--- config.mk ---
export PLATFORM = sky130hd
export DESIGN_NAME = ckc_top
export DESIGN_NICKNAME = d
export VERILOG_FILES = /design/src/rtl/ckc_pkg.sv /design/src/rtl/ckc_regfile.sv /design/src/rtl/ckc_div_decode.sv /design/src/rtl/ckc_divider.sv /design/src/rtl/ckc_top.sv
export SDC_FILE = /design/constraint.sdc
export NUM_CORES = 1
export LEC_CHECK = 0
export BUFFER_PORTS_ARGS = -buffer_cell sky130_fd_sc_hd__buf_2
export CORE_MARGIN = 1.5
export CORE_UTILIZATION = 42
export CTS_CLUSTER_DIAMETER = 80
export DETAILED_ROUTE_END_ITERATION = 8
export HOLD_SLACK_MARGIN = 0.08
export PLACE_DENSITY_LB_ADDON = 0.3
export SYNTH_ARGS = -nofsm -noshare
export SYNTH_HDL_FRONTEND = slang
export SYNTH_SLANG_ARGS = --single-unit
--- constraint.sdc ---
create_clock -name clk -period 1.9 [get_ports clk]
set_clock_uncertainty 0.15 [all_clocks]
set_input_delay 0.095 -clock clk [delete_from_list [all_inputs] [get_ports clk]]
set_output_delay 0.095 -clock clk [all_outputs]
set_load 0.05 [all_outputs]
--- src/rtl/ckc_pkg.sv ---
// Package: shared constants for the clock control register.
// Assumes a 16-bit register whose field positions are fixed by software.
package ckc_pkg;
    localparam int DATA_W      = 16;
    localparam int CODE_W      = 3;
    localparam int CODE_LSB    = 5;
    localparam int OCAP_LSB    = 10;
    localparam int ICAP_LSB    = 8;
    localparam int EXT_BIT     = 2;
    localparam int RC_BIT      = 1;
    localparam int XTAL_BIT    = 0;
    localparam logic [DATA_W-1:0] WR_MASK   = 16'h0FE7;
    localparam logic [DATA_W-1:0] RESET_VAL = 16'h0002;
endpackage

--- src/rtl/ckc_regfile.sv ---
// Module: single configuration register with masked storage and read-back.
// Assumes: por_n is the only reset that touches the register; reserved bits
// are never stored, so read data needs no extra masking.
module ckc_regfile
    import ckc_pkg::*;
#(
    parameter int ADDR_W = 8,
    parameter logic [ADDR_W-1:0] REG_ADDR = 8'h0C
) (
    input  logic              clk,
    input  logic              por_n,
    input  logic [ADDR_W-1:0] bus_addr,
    input  logic              bus_wr,
    input  logic [DATA_W-1:0] bus_wdata,
    output logic [DATA_W-1:0] bus_rdata,
    output logic [DATA_W-1:0] reg_q
);
    logic hit;

    // Address decode shared by read and write.
    assign hit = (bus_addr == REG_ADDR);

    // Register storage: power-on default, masked write.
    always_ff @(posedge clk) begin
        if (!por_n) begin
            reg_q <= RESET_VAL;
        end else if (bus_wr && hit) begin
            reg_q <= bus_wdata & WR_MASK;
        end
    end

    // Combinational read mux: value on hit, zero elsewhere.
    always_comb begin
        bus_rdata = hit ? reg_q : '0;
    end
endmodule

--- src/rtl/ckc_div_decode.sv ---
// Module: turns the divide code into a terminal count (N-1) for the counter.
// Assumes: codes above MAX_LOG2 saturate to the largest ratio.
module ckc_div_decode #(
    parameter int CODE_W   = 3,
    parameter int MAX_LOG2 = 4,
    localparam int CNT_W   = (MAX_LOG2 < 1) ? 1 : MAX_LOG2
) (
    input  logic [CODE_W-1:0] code,
    output logic [CNT_W-1:0]  ratio_m1
);
    int unsigned sel_log2;

    // Saturate the code to the supported exponent range.
    always_comb begin
        sel_log2 = (int'(code) > MAX_LOG2) ? MAX_LOG2 : int'(code);
    end

    // Terminal count is a run of ones of length sel_log2.
    generate
        for (genvar b = 0; b < CNT_W; b++) begin : g_tc
            assign ratio_m1[b] = (b < sel_log2);
        end
    endgenerate
endmodule

--- src/rtl/ckc_divider.sv ---
// Module: counter producing a one-cycle enable every (ratio_m1+1) clocks.
// Assumes: stop_mode may change at any cycle; a code change restarts the count.
module ckc_divider #(
    parameter int CODE_W = 3,
    parameter int CNT_W  = 4
) (
    input  logic              clk,
    input  logic              rst_n,
    input  logic              stop_mode,
    input  logic [CODE_W-1:0] code,
    input  logic [CNT_W-1:0]  ratio_m1,
    output logic              adc_clk_en
);
    logic [CNT_W-1:0]  cnt;
    logic [CODE_W-1:0] code_q;
    logic              restart;

    // A code differing from the one last seen marks a restart cycle.
    assign restart = (code != code_q);

    // Count up to the terminal count; clear on reset, stop or restart.
    always_ff @(posedge clk) begin
        if (!rst_n) begin
            cnt    <= '0;
            code_q <= '0;
        end else if (stop_mode || restart) begin
            cnt    <= '0;
            code_q <= code;
        end else if (cnt == ratio_m1) begin
            cnt    <= '0;
        end else begin
            cnt    <= cnt + 1'b1;
        end
    end

    // Enable pulse at terminal count, gated by stop and restart.
    always_comb begin
        adc_clk_en = !stop_mode && !restart && (cnt == ratio_m1);
    end
endmodule

--- src/rtl/ckc_top.sv ---
// Module: clock control register plus ADC clock-enable divider.
// Assumes: both resets are synchronous and active low; por_n also clears the
// divider so it starts in step with the register default.
module ckc_top
    import ckc_pkg::*;
#(
    parameter int ADDR_W = 8,
    parameter logic [ADDR_W-1:0] REG_ADDR = 8'h0C,
    parameter int MAX_LOG2 = 4
) (
    input  logic              clk,
    input  logic              por_n,
    input  logic              rst_n,
    input  logic [ADDR_W-1:0] bus_addr,
    input  logic              bus_wr,
    input  logic [15:0]       bus_wdata,
    output logic [15:0]       bus_rdata,
    input  logic              stop_mode,
    output logic              adc_clk_en,
    output logic [1:0]        xtal_out_cap,
    output logic [1:0]        xtal_in_cap,
    output logic              ext_clk_en,
    output logic              rc_osc_en,
    output logic              xtal_osc_en
);
    localparam int CNT_W = (MAX_LOG2 < 1) ? 1 : MAX_LOG2;

    logic [DATA_W-1:0] reg_q;
    logic [CODE_W-1:0] div_code;
    logic [CNT_W-1:0]  ratio_m1;
    logic              div_rst_n;

    // Divider reset merges both reset sources.
    assign div_rst_n = por_n & rst_n;

    ckc_regfile #(.ADDR_W(ADDR_W), .REG_ADDR(REG_ADDR)) u_reg (
        .clk       (clk),
        .por_n     (por_n),
        .bus_addr  (bus_addr),
        .bus_wr    (bus_wr),
        .bus_wdata (bus_wdata),
        .bus_rdata (bus_rdata),
        .reg_q     (reg_q)
    );

    // Field extraction from the stored register.
    assign div_code     = reg_q[CODE_LSB +: CODE_W];
    assign xtal_out_cap = reg_q[OCAP_LSB +: 2];
    assign xtal_in_cap  = reg_q[ICAP_LSB +: 2];
    assign ext_clk_en   = reg_q[EXT_BIT];
    assign rc_osc_en    = reg_q[RC_BIT];
    assign xtal_osc_en  = reg_q[XTAL_BIT];

    ckc_div_decode #(.CODE_W(CODE_W), .MAX_LOG2(MAX_LOG2)) u_dec (
        .code     (div_code),
        .ratio_m1 (ratio_m1)
    );

    ckc_divider #(.CODE_W(CODE_W), .CNT_W(CNT_W)) u_div (
        .clk        (clk),
        .rst_n      (div_rst_n),
        .stop_mode  (stop_mode),
        .code       (div_code),
        .ratio_m1   (ratio_m1),
        .adc_clk_en (adc_clk_en)
    );
endmodule

==> run summary, run 1 <==
run status = finished, violations left
violated checks = negative setup slack
smallest hold slack = 0.144 ns
area grow syn2layout = 65.0%
Post-Synthesis Cells = 104
pwr dens = 458 mW/mm^2
post-synthesis adder-cell area fraction = 1.43%
share of synthesized area spent on multiplexers = 0%
max-capacitance violation count = 0
Final period util = 103%
static leakage = 0.684 nW
via count of the first global-routing pass = 851
Clk network pwr share = 29.8%
distinct cell type count after synthesis = 23
count of yosys warnings during synthesis = 0
fraction of the yosys area taken by sequential cells = 39.0%
RSZ-0062 raised after global routing = true
area share of and/or/nand/nor cells after synthesis = 32.2%
Cells after DPL = 172
number of H-tree levels = 1
Syn Std Cell Area = 873 sq um
setup slack after placement = -0.0179 ns
final-stage net count = 199
uppermost routed layer = met4
mean instance size in the synthesized netlist = 8.40 sq um
number of nets still failing antenna checks after routing = 0
vias per cell = 4.83
drt first-iter violations = 12
fraction of final layout cells sized beyond drive strength 1 = 43.5%
initial core utilization = 44.5%
register clock-pin slew on the reported worst setup and hold paths = 0.11 ns
horizontal extent of the die = 48.6 um
share of the synthesized area in compound gates (AO/OA/AOI/OAI) = 8.45%
number of setup violations in the final report = 5
clock buffer depth = 2
xor and xnor area share after synthesis = 7.02%
detailed route wirelength on metal3 = 88 um
worst supply voltage drop on vdd = 0.376 mV
routed wire length = 2580 um
standard cell core area = 0.00196 sq mm
antenna violations before repair = 0
final-report hold violation count = 0
clock root buffer master = sky130_fd_sc_hd__clkbuf_4
data arrival at the endpoint of the critical path = 1.71 ns
Avg WL per Cell = 13.2 um
die extent in y = 48.6 um
Int Pwr = 0.482 mW
commonest non-fill, non-tap cell in the layout = sky130_fd_sc_hd__buf_2
number of enable-type register cells in the synthesized netlist = 0
detailed-router iteration count before antenna repair = 4
routed metal-1 wire length = 1030 um
clock tree from TritonCTS = yes
hpwl dp = 1500 um
largest family of logic cells by synthesized area = simple AND/OR/NAND/NOR gates
fraction of power consumed by combinational cells = 16.2%
leading cell types in the layout, fill and taps excluded = 34 x sky130_fd_sc_hd__buf_2, 15 x sky130_fd_sc_hd__dlygate4sd3_1, 15 x sky130_fd_sc_hd__dfxtp_1
clock latency on the worst-skew pair = 0.29 ns
data required time of the critical path = 1.65 ns
fill cell instance count of the final layout = 157
count of placed standard cells in the final layout, fillers left out = 195
total number of vias = 942
flops & latches, synth = 17
total routing resource utilization after global routing = 22.0%
largest net degree at the start of global routing = 15
clock buffers created by TritonCTS = 3
crit end category = primary output
switching power = 0.178 mW
number of primary I/O pins = 53
final weighted congestion in routability-driven placement = 0.778
switching share of power = 27.0%
maximum fanout along the worst path = 2
shortest period the worst path allows = 1.95 ns
power share of the sequential group = 54.0%
antenna diode count = 0
remaining global-route overflow = 0
Synth Flop Type = sky130_fd_sc_hd__dfxtp_1
type of the worst setup path = flip-flop to primary output
number of pins with negative max-slew slack in the final report = 0
first-pass GRT wire length = 4040 um
Die Outline Area = 0.00236 sq mm
Final Worst Setup Slack = -0.0517 ns
DR WL met2 = 1410 um
Tightest Hold Check Type = primary input to flip-flop
Num Clock Sinks = 17
achievable clock frequency = 512 MHz
startpoint types = flip-flop
drc violations = 0
proportion of register bits with asynchronous set or reset after synthesis = 0%
IO buf count = 40
Std-Cell Rows = 16
[registers in the layout, summed over array words and instances, names as in the netlist]
| signal | cells |
|---|---|
| u_div.cnt | 4 |
| u_div.code_q | 3 |
| u_reg.reg_q | 10 |
[cell type report]
| type | instances | area, sq um | area share (%) |
|---|---|---|---|
| clock buffer | 3 | 22.5 | 1.56 |
| clock inverter | 1 | 5.00 | 0.347 |
| inverter | 1 | 3.75 | 0.260 |
| multi-input combinational | 76 | 541 | 37.5 |
| sequential | 17 | 343 | 23.8 |
| tap | 27 | 33.8 | 2.34 |
| timing repair buffer | 70 | 493 | 34.2 |
[final timing paths]
path	from	end	slack [ns]	cells after the start
worst max register to register	u_div.cnt[3]	u_div.cnt[2]	-0.02	9
worst min register to register	u_reg.reg_q[2]	u_reg.reg_q[2]	0.32	2
worst min-delay path	bus_addr[7]	u_reg.reg_q[7]	0.14	5
worst max-delay path	u_div.cnt[3]	adc_clk_en	-0.05	5
[power groups by stage]
stage | combinational [mW] | clock [mW] | sequential, mW
detailed placement | 0.0742 | 0 | 0.365
global route | 0.113 | 0.216 | 0.357
CTS | 0.101 | 0.201 | 0.357
global placement | 0.0730 | 0 | 0.365
finish | 0.107 | 0.197 | 0.357
floorplan | 0.0551 | 0 | 0.365
[logic make-up after synthesis]
group,after synthesis
adder cells (fa/ha/maj),1
other,1
buffers and inverters,16
XOR/XNOR,7
flip-flops,17
AO/OA/AOI/OAI,10
AND/OR/NAND/NOR,52
[critical path, stage by stage, from the launching register on]
cell	delay, ns
sky130_fd_sc_hd__dfxtp_2	0.35
sky130_fd_sc_hd__nor2_4	0.10
sky130_fd_sc_hd__or4b_4	0.48
sky130_fd_sc_hd__a31oi_4	0.17
sky130_fd_sc_hd__and2_4	0.17
sky130_fd_sc_hd__buf_8	0.14
[stage by stage]
stage / util (%) / setup TNS (ns) / power, mW / instance area, sq um
after floorplan: - / 0 / 0.420 / 895
after global placement: 57.1 / 0 / 0.438 / 1120
after detailed placement: 57.1 / -0.0179 / 0.439 / 1120
after CTS: 70.7 / -0.0212 / 0.659 / 1390
after global routing: 73.5 / -0.442 / 0.686 / 1440
final: 73.5 / -0.111 / 0.660 / 1440
[Yosys cell counts (2+ instances only)]
cell type                  number  share of area, %
sky130_fd_sc_hd__nor4_1         2               1.4
sky130_fd_sc_hd__nand2_1       11               4.7
sky130_fd_sc_hd__buf_4         10               8.6
sky130_fd_sc_hd__nor3_1         4               2.3
sky130_fd_sc_hd__nor2_1         2              0.86
sky130_fd_sc_hd__and3_1         3               2.1
sky130_fd_sc_hd__xnor2_1        3               3.0
sky130_fd_sc_hd__nand3_1       13               7.4
sky130_fd_sc_hd__buf_2          2               1.1
sky130_fd_sc_hd__and2_1        11               7.9
sky130_fd_sc_hd__dfxtp_1       17                39
sky130_fd_sc_hd__a21boi_1       9               7.7
sky130_fd_sc_hd__xor2_1         4               4.0
sky130_fd_sc_hd__nand4_1        2               1.4
sky130_fd_sc_hd__clkbuf_1       3               1.3
[repair_timing]
| action | 4_1_cts | 5_1_grt |
|---|---|---|
| buffers inserted | 4 | 0 |
| pin swaps | 2 | 5 |
| setup endpoints to repair | 1 | 15 |
| hold buffers | 15 | 0 |
| hold endpoints to repair | 17 | 0 |
| gates resized for setup | 12 | 15 |
[layer usage]
metal	global-route usage, %	vias to the layer above
li1	-	467
met1	27.0	443
met2	38.6	28
met3	2.47	4
met4	10.0	0
met5	0	-
No activity file was read; power rests on OpenSTA's default activity.
==> inputs of run 2 (changes only) <==
- clock period: 1.9 -> 1.8 ns (I/O delays scaled with it)
==> run summary, run 2 (synthesis results as in run 1) <==
register clock-pin slew on the reported worst setup and hold paths = 0.10 ns
shortest period the worst path allows = 1.92 ns
IO buf count = 40
horizontal extent of the die = 48.6 um
detailed-router iteration count before antenna repair = 4
static leakage = 0.674 nW
max-capacitance violation count = 0
via count of the first global-routing pass = 887
first-pass GRT wire length = 3610 um
largest registers in the final layout = u_reg.reg_q x10, u_div.cnt x4, u_div.code_q x3
number of nets still failing antenna checks after routing = 0
Num Clock Sinks = 17
total chip power = 0.690 mW
smallest hold slack = 0.130 ns
worst supply voltage drop on vdd = 0.333 mV
maximum fanout along the worst path = 2
startpoint types = flip-flop
antenna diode count = 0
Tightest Hold Check Type = primary input to flip-flop
count of placed standard cells in the final layout, fillers left out = 193
drt first-iter violations = 13
clock latency on the worst-skew pair = 0.28 ns
Worst R2R Setup Slack = 0.17 ns
Slowest cell on crit path = sky130_fd_sc_hd__or4b_4
Buf/Inv on CP = 1
clock root buffer master = sky130_fd_sc_hd__clkbuf_4
clock buffer depth = 2
hpwl dp = 1380 um
achievable clock frequency = 522 MHz
area grow syn2layout = 61.6%
number of pins with negative max-slew slack in the final report = 0
largest net degree at the start of global routing = 19
run status = finished, violations left
data arrival at the endpoint of the critical path = 1.68 ns
max FFs per register = 10
number of H-tree levels = 1
final weighted congestion in routability-driven placement = 0.790
crit end category = primary output
setup slack after placement = -0.0533 ns
Die Outline Area = 0.00236 sq mm
total routing resource utilization after global routing = 19.1%
type of the worst setup path = flip-flop to primary output
max incr delay on CP = 0.48 ns
clock buffers created by TritonCTS = 3
number of primary I/O pins = 53
drc violations = 0
most flop-heavy register = u_reg.reg_q
leading cell types in the layout, fill and taps excluded = 29 x sky130_fd_sc_hd__buf_2, 22 x sky130_fd_sc_hd__buf_4, 15 x sky130_fd_sc_hd__dlygate4sd3_1, 15 x sky130_fd_sc_hd__dfxtp_1, 13 x sky130_fd_sc_hd__nand3_1
Std-Cell Rows = 16
antenna violations before repair = 0
Final Worst Setup Slack = -0.116 ns
fill cell instance count of the final layout = 158
initial core utilization = 44.5%
chain of cells forming the critical path = nor2_2 -> or4b_4 -> a31oi_4 -> and2_4 -> buf_8
commonest non-fill, non-tap cell in the layout = sky130_fd_sc_hd__buf_2
violated checks = negative setup slack
final total negative setup slack = -0.116 ns
die extent in y = 48.6 um
clock tree from TritonCTS = yes
Final period util = 106%
vias per cell = 4.72
RSZ-0062 raised after global routing = true
number of setup violations in the final report = 1
final-report hold violation count = 0
final-stage net count = 197
remaining global-route overflow = 0
cell family with the largest share of critical-path delay = simple AND/OR/NAND/NOR gates
pwr dens = 489 mW/mm^2
Cells after DPL = 171
fraction of final layout cells sized beyond drive strength 1 = 45.8%
routed wire length = 2270 um
total number of vias = 910
data required time of the critical path = 1.56 ns
Avg WL per Cell = 11.7 um
standard cell core area = 0.00196 sq mm
==> run 2: layout make-up <==
class / count / area [sq um] / area share (%)
clock buffers: 3 / 22.5 / 1.60
clock inverters: 1 / 5.00 / 0.355
inverters: 1 / 3.75 / 0.266
multi-input cells: 76 / 517 / 36.6
flip-flops and latches: 17 / 343 / 24.3
well taps: 27 / 33.8 / 2.39
repair buffers: 68 / 487 / 34.5
==> run 2: through the flow <==
step / cell area, sq um / utilization (%)
2_1_floorplan: 921 / -
3_3_place_gp: 1140 / 58.1
3_5_place_dp: 1140 / 58.1
4_1_cts: 1370 / 69.6
5_1_grt: 1410 / 71.9
6_report: 1410 / 71.9
==> run 2: final timing paths <==
check | from | endpoint | cells after the start
worst max-delay path | u_reg.reg_q[7] | adc_clk_en | 5
worst min-delay path | bus_addr[7] | u_reg.reg_q[5] | 5
worst max register to register | u_reg.reg_q[7] | u_div.cnt[1] | 5
worst min register to register | u_reg.reg_q[8] | u_reg.reg_q[8] | 2
==> run 2: what timing repair did <==
item / CTS / global route
endpoints found under the hold margin: 17 / 0
gates resized for setup: 17 / 9
cloned: 0 / 1
setup buffers: 0 / 2
setup endpoints to repair: 11 / 11
hold buffers: 15 / 0
==> run 2: worst register-to-register path: cells and delay by family, from the launching register on <==
family | cells | cell delay, ns
AND/OR/NAND/NOR | 3 | 0.73
flip-flops | 1 | 0.34
XOR/XNOR | 1 | 0.17
buffers and inverters | 1 | 0.16
==> run 2: power by group <==
group / leakage, nW / internal [mW] / switching [mW]
logic: 0.518 / 0.0497 / 0.0596
registers: 0.138 / 0.376 / 0.000272
clock network: 0.0177 / 0.0824 / 0.122
==> run 2: per-layer routing <==
metal,global-route usage [%],up-vias,share of wire (%)
met2,37.0,30,54
met1,21.2,420,42
met4,5.24,0,0
met5,0,-,0
met3,3.09,0,3.9
li1,-,460,-
